**config.mk**
```make
export PLATFORM = sky130hd
export DESIGN_NAME = irq_pend_tracker
export DESIGN_NICKNAME = d
export VERILOG_FILES = /design/src/rtl/irq_pend_pkg.sv /design/src/rtl/irq_sync_edge.sv /design/src/rtl/irq_id_decode.sv /design/src/rtl/irq_line_state.sv /design/src/rtl/irq_pend_tracker.sv
export SDC_FILE = /design/constraint.sdc
export NUM_CORES = 1
export LEC_CHECK = 0
export BUFFER_PORTS_ARGS = -buffer_cell sky130_fd_sc_hd__buf_2
export CORE_UTILIZATION = 54
export DETAILED_ROUTE_END_ITERATION = 6
export PLACE_DENSITY = 0.86
export SKIP_CTS_REPAIR_TIMING = 1
export SLEW_MARGIN = 25
export SYNTH_ARGS = -nofsm -noshare
export SYNTH_HDL_FRONTEND = slang
export SYNTH_SLANG_ARGS = --single-unit
```
**constraint.sdc**
```tcl
create_clock -name clk -period 2.9 [get_ports clk]
set_input_delay 0.725 -clock clk [delete_from_list [all_inputs] [get_ports clk]]
set_output_delay 0.725 -clock clk [all_outputs]
set_load 0.05 [all_outputs]
```
**src/rtl/irq_pend_pkg.sv**
```systemverilog
package irq_pend_pkg;
  // Per-line set and clear sources gathered in one place.
  typedef struct packed {
    logic rise;
    logic level;
    logic en_set;
    logic en_clr;
    logic pend_set;
    logic pend_clr;
    logic sw_hit;
    logic ack_hit;
    logic ret_hit;
  } line_ctl_t;

  function automatic int id_width(input int n);
    return (n > 1) ? $clog2(n) : 1;
  endfunction
endpackage

```
**src/rtl/irq_sync_edge.sv**
```systemverilog
module irq_sync_edge #(
  parameter int N_LINES = 32,
  parameter int STAGES  = 2
) (
  input  logic               clk,
  input  logic               rst,
  input  logic [N_LINES-1:0] req_async,
  output logic [N_LINES-1:0] req_level,
  output logic [N_LINES-1:0] req_rise
);
  logic [N_LINES-1:0] sync_q [STAGES];
  logic [N_LINES-1:0] prev_q;

  genvar s;
  generate
    for (s = 0; s < STAGES; s++) begin : g_stage
      if (s == 0) begin : g_first
        always_ff @(posedge clk) begin
          if (rst) sync_q[0] <= '0;
          else     sync_q[0] <= req_async;
        end
      end else begin : g_next
        always_ff @(posedge clk) begin
          if (rst) sync_q[s] <= '0;
          else     sync_q[s] <= sync_q[s-1];
        end
      end
    end
  endgenerate

  always_ff @(posedge clk) begin
    if (rst) prev_q <= '0;
    else     prev_q <= sync_q[STAGES-1];
  end

  assign req_level = sync_q[STAGES-1];
  assign req_rise  = sync_q[STAGES-1] & ~prev_q;
endmodule

```
**src/rtl/irq_id_decode.sv**
```systemverilog
module irq_id_decode #(
  parameter int N_LINES = 32,
  parameter int ID_W    = 5
) (
  input  logic               valid,
  input  logic [ID_W-1:0]    id,
  output logic [N_LINES-1:0] hit
);
  genvar i;
  generate
    for (i = 0; i < N_LINES; i++) begin : g_dec
      assign hit[i] = valid && (id == ID_W'(i));
    end
  endgenerate

  always_comb begin
    assert ($onehot0(hit)) else $error("a_r9_decode_onehot");
  end
endmodule

```
**src/rtl/irq_line_state.sv**
```systemverilog
module irq_line_state
  import irq_pend_pkg::*;
(
  input  logic      clk,
  input  logic      rst,
  input  line_ctl_t ctl,
  output logic      enable_q,
  output logic      pending_q,
  output logic      active_q,
  output logic      ready_q
);
  logic en_n, pend_n, act_n, pend_sets, pend_clrs;

  always_comb begin
    en_n      = (enable_q | ctl.en_set) & ~ctl.en_clr;
    pend_sets = ctl.rise | ctl.sw_hit | ctl.pend_set | (ctl.ret_hit & ctl.level);
    pend_clrs = ctl.ack_hit | ctl.pend_clr;
    pend_n    = (pending_q | pend_sets) & ~pend_clrs;
    act_n     = (active_q & ~ctl.ret_hit) | ctl.ack_hit;
  end

  always_ff @(posedge clk) begin
    if (rst) begin
      enable_q  <= 1'b0;
      pending_q <= 1'b0;
      active_q  <= 1'b0;
      ready_q   <= 1'b0;
    end else begin
      enable_q  <= en_n;
      pending_q <= pend_n;
      active_q  <= act_n;
      ready_q   <= pend_n & en_n & ~act_n;
    end
  end

  a_r1_clear_wins: assert property (@(posedge clk) disable iff (rst)
    ctl.en_clr |=> !enable_q);
  a_r1_set_takes: assert property (@(posedge clk) disable iff (rst)
    (ctl.en_set && !ctl.en_clr) |=> enable_q);
  a_r3_sticky: assert property (@(posedge clk) disable iff (rst)
    (pending_q && !ctl.ack_hit && !ctl.pend_clr) |=> pending_q);
  a_r4_ack_entry: assert property (@(posedge clk) disable iff (rst)
    ctl.ack_hit |=> (active_q && !pending_q));
  a_r5_ret_exit: assert property (@(posedge clk) disable iff (rst)
    (ctl.ret_hit && !ctl.ack_hit) |=> !active_q);
  a_r6_level_rearm: assert property (@(posedge clk) disable iff (rst)
    (ctl.ret_hit && ctl.level && !ctl.ack_hit && !ctl.pend_clr) |=> pending_q);
  a_r10_ready_excl: assert property (@(posedge clk) disable iff (rst)
    ready_q |-> (pending_q && enable_q && !active_q));
endmodule

```
**src/rtl/irq_pend_tracker.sv**
```systemverilog
module irq_pend_tracker
  import irq_pend_pkg::*;
#(
  parameter int N_LINES = 32,
  parameter int ID_W    = id_width(N_LINES)
) (
  input  logic               clk,
  input  logic               rst,
  input  logic [N_LINES-1:0] irq_req,
  input  logic [N_LINES-1:0] en_set_mask,
  input  logic [N_LINES-1:0] en_clr_mask,
  input  logic [N_LINES-1:0] pend_set_mask,
  input  logic [N_LINES-1:0] pend_clr_mask,
  input  logic               sw_trig_valid,
  input  logic [ID_W-1:0]    sw_trig_id,
  input  logic               ack_valid,
  input  logic [ID_W-1:0]    ack_id,
  input  logic               ret_valid,
  input  logic [ID_W-1:0]    ret_id,
  output logic [N_LINES-1:0] enable_vec,
  output logic [N_LINES-1:0] pending_vec,
  output logic [N_LINES-1:0] active_vec,
  output logic [N_LINES-1:0] ready_vec
);
  logic [N_LINES-1:0] lvl, rise, sw_hit, ack_hit, ret_hit;

  irq_sync_edge #(.N_LINES(N_LINES), .STAGES(2)) u_sync (
    .clk(clk), .rst(rst), .req_async(irq_req),
    .req_level(lvl), .req_rise(rise)
  );

  irq_id_decode #(.N_LINES(N_LINES), .ID_W(ID_W)) u_dec_sw (
    .valid(sw_trig_valid), .id(sw_trig_id), .hit(sw_hit));
  irq_id_decode #(.N_LINES(N_LINES), .ID_W(ID_W)) u_dec_ack (
    .valid(ack_valid), .id(ack_id), .hit(ack_hit));
  irq_id_decode #(.N_LINES(N_LINES), .ID_W(ID_W)) u_dec_ret (
    .valid(ret_valid), .id(ret_id), .hit(ret_hit));

  genvar i;
  generate
    for (i = 0; i < N_LINES; i++) begin : g_line
      line_ctl_t c;
      assign c.rise     = rise[i];
      assign c.level    = lvl[i];
      assign c.en_set   = en_set_mask[i];
      assign c.en_clr   = en_clr_mask[i];
      assign c.pend_set = pend_set_mask[i];
      assign c.pend_clr = pend_clr_mask[i];
      assign c.sw_hit   = sw_hit[i];
      assign c.ack_hit  = ack_hit[i];
      assign c.ret_hit  = ret_hit[i];
      irq_line_state u_line (
        .clk(clk), .rst(rst), .ctl(c),
        .enable_q(enable_vec[i]), .pending_q(pending_vec[i]),
        .active_q(active_vec[i]), .ready_q(ready_vec[i])
      );
    end
  endgenerate

  a_r10_ready_disjoint: assert property (@(posedge clk) disable iff (rst)
    (ready_vec & active_vec) == '0);
  a_r9_sw_pends: assert property (@(posedge clk) disable iff (rst)
    (sw_trig_valid && !ack_valid && (pend_clr_mask == '0)) |=> (pending_vec[$past(sw_trig_id)]));
  a_r11_reset_clear: assert property (@(posedge clk)
    rst |=> (enable_vec == '0 && pending_vec == '0 && active_vec == '0 && ready_vec == '0));
endmodule

```
== Word-level counts from Yosys, hierarchy flattened ==
Memories as Yosys holds them, arrays and structs flattened.
Index checks and enable logic that the tools add are counted.

* Bits in registers: 160
* Memory bits (writable): 64
* Input bits: 180
* Memories: 1

{| class="wikitable"
|+ Memory list
! memory !! depth !! bits a word !! read ports !! clocked after Yosys merged registers in !! write ports !! RTL line !! text
|-
| u_sync.sync_q || 2 || 32 || 2 || 0 || 2 || irq_sync_edge.sv:11 || <nowiki>logic [N_LINES-1:0] sync_q [STAGES];</nowiki>
|}

* Eq/ne operators: 93
* Mux-type cells: 5
* Bitwise operators: 548
* Reductions and logical operators: 99

{| class="wikitable"
|+ Operator list
! operator !! number
|-
| $eq A5 B5 Y1 const B || 48
|-
| $or A1 B1 Y1 || 226
|-
| $and A1 B1 Y1 || 192
|-
| $not A1 Y1 || 128
|-
| $eq A5 B4 Y1 const B || 24
|-
| $logic_and A1 B1 Y1 || 96
|-
| $mux W32 || 2
|-
| $eq A5 B3 Y1 const B || 12
|-
| $and A32 B32 Y32 || 1
|-
| $not A32 Y32 || 1
|-
| $eq A5 B2 Y1 const B || 6
|-
| $eq A5 B1 Y1 const B || 3
|-
| $logic_not A5 Y1 || 3
|-
| $mux W1 || 3
|}

== Longest topological paths before layout ==
Gate-level depths: netlist of the first run.

* Depth after elaboration: 9
* Gate-level depth with buffers: 6
* Depth with buffers taken out: 4

== Hierarchy ==
A second synthesis of the first run with hierarchy kept.

* Cells, all modules: 823
* Area, all modules: 7946.4 µm²

{| class="wikitable"
|+ By module, submodules not included
! module !! instances !! cells each !! area an instance (µm²)
|-
| irq_line_state || 32 || 14 || 138.9
|-
| irq_sync_edge || 1 || 234 || 2800.2
|-
| irq_id_decode || 3 || 47 || 234.0
|}

== Worst setup path before layout of the first run ==
OpenSTA, ideal clock, no wires.

* Kind: input to register
* From: in ret_id[2]
* To: reg g_line[3].u_line.ready_q
* Data arrival time: 1831 ps
* Slack: 981 ps
* Stages: 5
* Cell sequence: or4b_1 > buf_6 > nor3_4 > nor2_2 > nor4_2

* Longest elaborated chain between the ends: 8
* Elaborated cells on any way between the ends: 12
* Classes of those cells: eq/ne (1); bitwise (10); reduce/logical (1)

{| class="wikitable"
|+ RTL lines
! element !! RTL line !! text
|-
| from (decl) || irq_pend_tracker.sv:19 || <nowiki>input logic [ID_W-1:0] ret_id,</nowiki>
|-
| $eq A5 B2 Y1 (*) || irq_id_decode.sv:12 || <nowiki>assign hit[i] = valid && (id == ID_W'(i));</nowiki>
|-
| $logic_and A1 B1 Y1 (*) || irq_id_decode.sv:12 ||
|-
| $and A1 B1 Y1 || irq_line_state.sv:16 || <nowiki>pend_sets = ctl.rise | ctl.sw_hit | ctl.pend_set | (ctl.ret_hit & ctl.level);</nowiki>
|-
| $or A1 B1 Y1 || irq_line_state.sv:16 ||
|-
| $or A1 B1 Y1 || irq_line_state.sv:18 || <nowiki>pend_n = (pending_q | pend_sets) & ~pend_clrs;</nowiki>
|-
| $and A1 B1 Y1 || irq_line_state.sv:18 ||
|-
| $and A1 B1 Y1 || irq_line_state.sv:32 || <nowiki>ready_q <= pend_n & en_n & ~act_n;</nowiki>
|-
| $and A1 B1 Y1 (*) || irq_line_state.sv:32 ||
|-
| to (signal assigned) || irq_line_state.sv:32 ||
|-
| to (decl) || irq_line_state.sv:10 || <nowiki>output logic ready_q</nowiki>
|}

Mark *: on every way between the ends. The rest lies on a longest branch, timed or not.
A chain may end at the register's enable or synchronous reset.

== Worst setup path after layout of the first run ==
* From: in ret_id[1]
* To: reg g_line[29].u_line.pending_q

* Longest elaborated chain between the ends: 6

{| class="wikitable"
|+ RTL lines
! element !! RTL line !! text
|-
| $eq A5 B5 Y1 || irq_id_decode.sv:12 ||
|-
| $logic_and A1 B1 Y1 || irq_id_decode.sv:12 ||
|-
| $and A1 B1 Y1 || irq_line_state.sv:16 ||
|-
| $or A1 B1 Y1 || irq_line_state.sv:16 ||
|-
| $or A1 B1 Y1 || irq_line_state.sv:18 ||
|-
| $and A1 B1 Y1 || irq_line_state.sv:18 ||
|-
| to (signal assigned) || irq_line_state.sv:30 || <nowiki>pending_q <= pend_n;</nowiki>
|-
| to (decl) || irq_line_state.sv:8 || <nowiki>output logic pending_q,</nowiki>
|}

No other way between the ends.

==> results.txt, run 1 <==
Setup violators final - 0
Sw Share - 25.0%
Initial antenna violation count - 2
Fin cells - 1398
CP required - 3.29 ns
CP Launch Type - input pin
Antenna-violating nets left - 0
Synth Instances - 994
FMAX - 0.519 GHz
CP endpoint kind - flip-flop
DP Cell Count - 1356
Via density - 5.34
FF+latch count, synth - 224
Most common cell in the netlist - dfxtp_1
Area share of the largest cell type after synthesis - 51.3%
R2R Path End - g_line[22].u_line.ready_q
Number of port buffers - 307
Global routing usage on met3 - 6.85%
RSZ-0062 raised after global routing - false
Top FF cell, synth - dfxtp_1
Remaining Overflow, GRT - 0
Top-Level Pins - 308
Core utilization of the finished layout - 65.0%
Residual DRC - 0
RePlAce Congestion - 0.798
Worst Skew - 0.00739 ns
GRT Util Overall - 29.8%
Largest cells by area after synthesis - dfxtp_1, buf_4, nor2_1
Slew headroom - 35.2%
Total CTS buffers - 23
Sequential fraction of design power - 45.1%
Longest Clk Path Bufs - 3
Cell taking the most area after synthesis - dfxtp_1
Setup TNS - 0 ns
Setup crit end - g_line[29].u_line.pending_q
Die Wd - 129 um
Post-synthesis cell type count - 30
Nets - 1345
Clock Latency Late Sink - 0.50 ns
Num rows - 46
WL/cell - 18.3 um
H-tree depth - 1
Internal power - 5.38 mW
Worst path arrival time - 2.32 ns
MaxCap Viol Count - 0
Area Overhead vs Synth - 17.7%
Net Switching - 1.79 mW
Pre-antenna DRT Iters - 5
Run status - complete, no violations
Synth Area in Adders - 0%
First-pass GRT wire length - 37.3 mm
Layout cell share with drive strength beyond 1 - 31.1%
Core area - 15800 um^2
Root buf cell - clkbuf_16
Synth Net Count - 1174
RR Startpoint - u_sync.sync_q[1][22]
Die Height - 129 um
Met1 Use GR - 33.4%
Post-synthesis compound-gate area fraction - 6.93%
Most frequent cells after synthesis - dfxtp_1, nor2_1, buf_4
Final hold violations - 0
Shortest period the worst path allows - 1.93 ns
Initial Utilization - 55.2%
YS warnings - 0
Kind of critical path - input pin to flip-flop
Die area - 16700 um^2
Total leakage power - 4.48 nW
Clock power frac - 43.6%
Vias post-DR - 7469
Peak VDD IR - 487 uV
Simple-gate portion of the synthesized area - 27.3%
HP Class - input pin to flip-flop
Fillers - 1282
Post-synth EDFFs - 0
WL final - 25.6 mm
Power density over cell area - 697 nW/um^2
Largest family of logic cells by synthesized area - simple AND/OR/NAND/NOR gates
Busiest grt layer - met2
Post-synthesis sequential area ratio - 51.3%
Worst-path fanout max - 16
R2r setup slk - 1.75 ns
Worst Tran Pin Value - 0.973 ns
Post-Synth XOR/XNOR Area - 0%
Initial DRC count - 571
Largest net degree at the start of global routing - 88
Avg Synthesized Cell Area - 8.79 um^2
Fin. max-slew vios - 0
Clock sink count - 224
GR Util met2 - 53.4%
Vias in the first global route - 6970
Critical Path Start - ret_id[1]
Post-Syn Area - 8740 um^2
Clk slew on worst S/H paths - 0.07 ns
Period utilization - 66.4%
FF-to-FF path depth - 4
Post-synthesis mux area share - 0%
Hold path cells - 2
Share of synthesized registers carrying an async set or reset - 0%
Comb pwr share - 11.3%
HPWL Detailed - 18.0 mm
TritonCTS clock tree - yes
[power groups by stage]
stage | combinational, mW | sequential, mW | clock [mW]
final | 0.811 | 3.24 | 3.12
after floorplan | 0.590 | 3.29 | 0
after detailed placement | 0.800 | 3.30 | 0
after global routing | 0.864 | 3.24 | 3.28
after CTS | 0.805 | 3.23 | 3.15
after global placement | 0.786 | 3.30 | 0
[worst max-delay path, cell delays in order]
cell and delay [ns]:
buf_2 0.11, nand2b_1 0.60, nor3_1 0.48, nor2_1 0.13, nor4_1 0.27
[placed cells by master, fill, tap and decap left out, types with 29 or more instances in the layout]
cell / netlist / layout
o21ai_0: 29 / 29
nor2_1: 167 / 167
nor2b_1: 69 / 69
a21oi_1: 33 / 33
dfxtp_1: 224 / 224
o221ai_1: 32 / 32
nor4_1: 59 / 59
inv_1: 32 / 32
nor3_1: 62 / 62
nand2_1: 72 / 72
buf_2: 1 / 306
[kinds of logic after synthesis]
family	Yosys count
buffers and inverters	201
AND/OR/NAND/NOR	472
AO/OA/AOI/OAI	97
flip-flops	224
[area by class of cell]
cell class	instances	area [um^2]	share of cell area, %
Sequential cell	224	4480	43.6
Multi-Input combinational cell	569	2990	29.1
Timing Repair Buffer	315	1620	15.7
Clock buffer	30	652	6.34
Tap cell	216	270	2.63
Clock inverter	10	150	1.46
Inverter	32	120	1.17
Antenna cell	2	5.00	0.0487
[per-stage QoR]
| step | setup slack, ns | hold slack (ns) | total power, mW | area, um^2 |
|---|---|---|---|---|
| 6_report | 0.974 | 0.398 | 7.17 | 10300 |
| 5_1_grt | 0.936 | 0.384 | 7.39 | 10300 |
| 4_1_cts | 1.01 | 0.382 | 7.19 | 10300 |
| 3_5_place_dp | 0.530 | 0.422 | 4.10 | 9480 |
| 3_3_place_gp | 0.582 | 0.416 | 4.08 | 9480 |
| 2_1_floorplan | 0.981 | 0.414 | 3.88 | 8740 |
[state kept, by name (all words and copies together) (netlist names)]
signal / cells
u_sync.sync_q: 64
g_line.u_line.active_q: 32
g_line.u_line.enable_q: 32
g_line.u_line.pending_q: 32
g_line.u_line.ready_q: 32
u_sync.prev_q: 32
[worst min-delay path by stage]
stage	start	end	slack, ns
after floorplan	u_sync.sync_q[0][0]	u_sync.sync_q[1][0]	0.41
after global placement	u_sync.sync_q[0][29]	u_sync.sync_q[1][29]	0.42
after detailed placement	u_sync.sync_q[0][30]	u_sync.sync_q[1][30]	0.42
after CTS	pend_clr_mask[12]	g_line[12].u_line.pending_q	0.38
after global routing	en_clr_mask[3]	g_line[3].u_line.enable_q	0.38
final	en_clr_mask[3]	g_line[3].u_line.enable_q	0.40
[routing by layer]
layer,routed length [um],part of all wire [%],up-vias
met5,0,0,-
met4,1020,4.0,0
met3,2190,8.6,76
met2,12600,49,397
met1,9800,38,3436
li1,-,-,3560
Note: power is estimated with default switching activity, not from simulation.
==> run 2: changes to the inputs <==
--- a/config.mk
+++ b/config.mk
@@ -6,9 +6,9 @@
 export NUM_CORES = 1
 export LEC_CHECK = 0
 export BUFFER_PORTS_ARGS = -buffer_cell sky130_fd_sc_hd__buf_2
-export CORE_UTILIZATION = 54
+export CORE_UTILIZATION = 50
 export DETAILED_ROUTE_END_ITERATION = 6
-export PLACE_DENSITY = 0.86
+export PLACE_DENSITY = 0.8
 export SKIP_CTS_REPAIR_TIMING = 1
 export SLEW_MARGIN = 25
 export SYNTH_ARGS = -nofsm -noshare
==> constraint.sdc (replaced) <==
create_clock -name clk -period 2 [get_ports clk]
set_input_delay 0.5 -clock clk [delete_from_list [all_inputs] [get_ports clk]]
set_output_delay 0.5 -clock clk [all_outputs]
set_load 0.05 [all_outputs]
==> run 2 against run 1 <==
Effect of this change:
- largest cell class unchanged
- largest power group unchanged
- worst hold slack got worse by 0.23 ns
- highest routed layer unchanged
- design area rose by 1.0%
- register-to-register slack got worse by 0.86 ns
- clock skew barely moved
- core utilization fell by 3.2 points
- sequential share of layout area fell by 0.45 points
- routed wire length fell by 0.22%
==> results.txt, run 2 (synthesis results as in run 1) <==
Die area - 18000 um^2 (+7.9%)
Antenna-violating nets left - 0 (unchanged)
Worst path arrival time - 1.16 ns (-1.16 ns)
Clk slew on worst S/H paths - 0.06 ns (about the same)
Max FFs per register - 64 (unchanged)
Layout cell share with drive strength beyond 1 - 32.4% (+1.3 points)
R2r setup slk - 0.89 ns (-0.86 ns)
Top-Level Pins - 308 (unchanged)
Initial Utilization - 52.0% (-3.3 points)
Placement Cell Area - 9700 um^2 (+2.3%)
Power, Total - 9.88 mW (+38%)
Root buf cell - clkbuf_16
Area Overhead vs Synth - 18.9%
Longest Clk Path Bufs - 3 (unchanged)
Vias post-DR - 7531 (+0.83%)
Final Cell Area - 10400 um^2 (+1.0%)
Period utilization - 83.0%
WP buf/inv - 1 (unchanged)
Most flop-heavy register - u_sync.sync_q
Pre-antenna DRT Iters - 5 (unchanged)
Total CTS buffers - 23 (unchanged)
Worst Tran Pin Value - 0.678 ns (-0.294 ns)
Core area - 16800 um^2 (+6.3%)
Die Height - 134 um (+3.9%)
H-tree depth - 1 (unchanged)
Slowest stage cell, crit path - dfxtp_1
Remaining Overflow, GRT - 0 (unchanged)
First-pass GRT wire length - 37.7 mm (+1.1%)
Initial antenna violation count - 1 (-1)
Via density - 5.27 (-1.4%)
Hold path cells - 2 (unchanged)
Total leakage power - 4.56 nW (+1.6%)
FF-to-FF path depth - 4 (unchanged)
Setup violators final - 0 (unchanged)
HP Class - input pin to flip-flop
CP required - 1.50 ns (-1.79 ns)
Peak VDD IR - 655 uV (+34%)
Slew headroom - 54.8% (+20 points)
Initial DRC count - 456 (-20%)
Commonest non-fill, non-tap cell in the layout - buf_2
Commonest cells after routing, fill and taps aside - buf_2, dfxtp_1, nor2_1
WL/cell - 17.9 um (-2.5%)
R2R Path End - g_line[24].u_line.ready_q
Shortest period the worst path allows - 1.66 ns
CP top delay family - flip-flops
FMAX - 0.602 GHz
RR Startpoint - u_sync.sync_q[1][24]
RePlAce Congestion - 0.827 (+3.6%)
Worst-path fanout max - 2 (-14)
RSZ-0062 raised after global routing - false
GRT Util Overall - 27.4% (-2.3 points)
Residual DRC - 0 (unchanged)
Run status - complete, no violations
Die Wd - 134 um (+3.9%)
Crit path largest cell delay - 0.37 ns (-0.23 ns)
Number of port buffers - 307 (unchanged)
Nets - 1375 (+2.2%)
Clock sink count - 224 (unchanged)
Clock Latency Late Sink - 0.50 ns (about the same)
Final hold violations - 0 (unchanged)
CP Cell Sequence - buf_2
Hold endpoint - g_line[29].u_line.ready_q
Largest net degree at the start of global routing - 80 (-9.1%)
Kind of critical path - flip-flop to output pin
WL final - 25.6 mm (-0.22%)
CP Launch Type - flip-flop
Fin. max-slew vios - 0 (unchanged)
Worst Skew - 0.00700 ns (-0.000394 ns)
HPWL Detailed - 18.9 mm (+4.9%)
Hold Slack - 0.166 ns (-0.232 ns)
Power density over cell area - 951 nW/um^2 (+36%)
CP endpoint kind - output pin
TritonCTS clock tree - yes
Num rows - 47 (+2.2%)
Vias in the first global route - 7214 (+3.5%)
MaxCap Viol Count - 0 (unchanged)
HP Start - pend_clr_mask[29]
## run 2: cell types whose count changed in the layout (fill, tap and decap cells not counted)
cell	delta
clkinvlp_4	+1
buf_12	-1
buf_4	+31
clkinv_2	-3
inv_6	+2
clkbuf_8	-1
clkbuf_1	+4
bufinv_16	-4
diode_2	-1
## run 2: layout make-up
class / instances / area, um^2
diodes: 1 / 2.50
clock buffers: 33 / 653
clock inverters: 6 / 40.0
fillers: 1472 / 6430
inverters: 32 / 120
multi-input cells: 569 / 2990
flip-flops and latches: 224 / 4480
well taps: 220 / 275
repair buffers: 345 / 1830
## run 2: worst max-delay path by stage
| stage | from | to | slack, ns | cells past startpoint |
|---|---|---|---|---|
| after floorplan | ret_id[2] | g_line[3].u_line.ready_q | 0.31 | 5 |
| after global placement | ret_id[3] | g_line[2].u_line.ready_q | -0.004 | 6 |
| after detailed placement | ret_id[3] | g_line[3].u_line.ready_q | -0.02 | 6 |
| after CTS | g_line[0].u_line.active_q | active_vec[0] | 0.32 | 1 |
| after global routing | g_line[0].u_line.active_q | active_vec[0] | 0.30 | 1 |
| final | g_line[0].u_line.active_q | active_vec[0] | 0.34 | 1 |
## run 2: power breakdown
part | switching (mW) | total [mW] | leakage, nW | internal (mW)
Combinational | 0.814 | 1.21 | 2.38 | 0.395
Clock | 1.71 | 3.98 | 0.340 | 2.27
Sequential | 0.0617 | 4.69 | 1.84 | 4.63
## run 2: layer usage
metal,GRT usage [%],part of all wire [%],up-vias
met4,11.7,3.6,0
met2,47.9,49,333
met1,33.5,41,3516
met3,4.31,6.4,63
li1,-,-,3619
met5,0,0,-
## run 2: metrics by stage
step           utilization (%)  cells  setup slack (ns)  TNS (ns)
2_1_floorplan                -    994             0.306         0
3_3_place_gp              57.6   1390          -0.00402  -0.00402
3_5_place_dp              57.6   1390           -0.0169   -0.0329
4_1_cts                   61.8   1429             0.322         0
5_1_grt                   61.8   1430             0.304         0
6_report                  61.8   1430             0.339         0
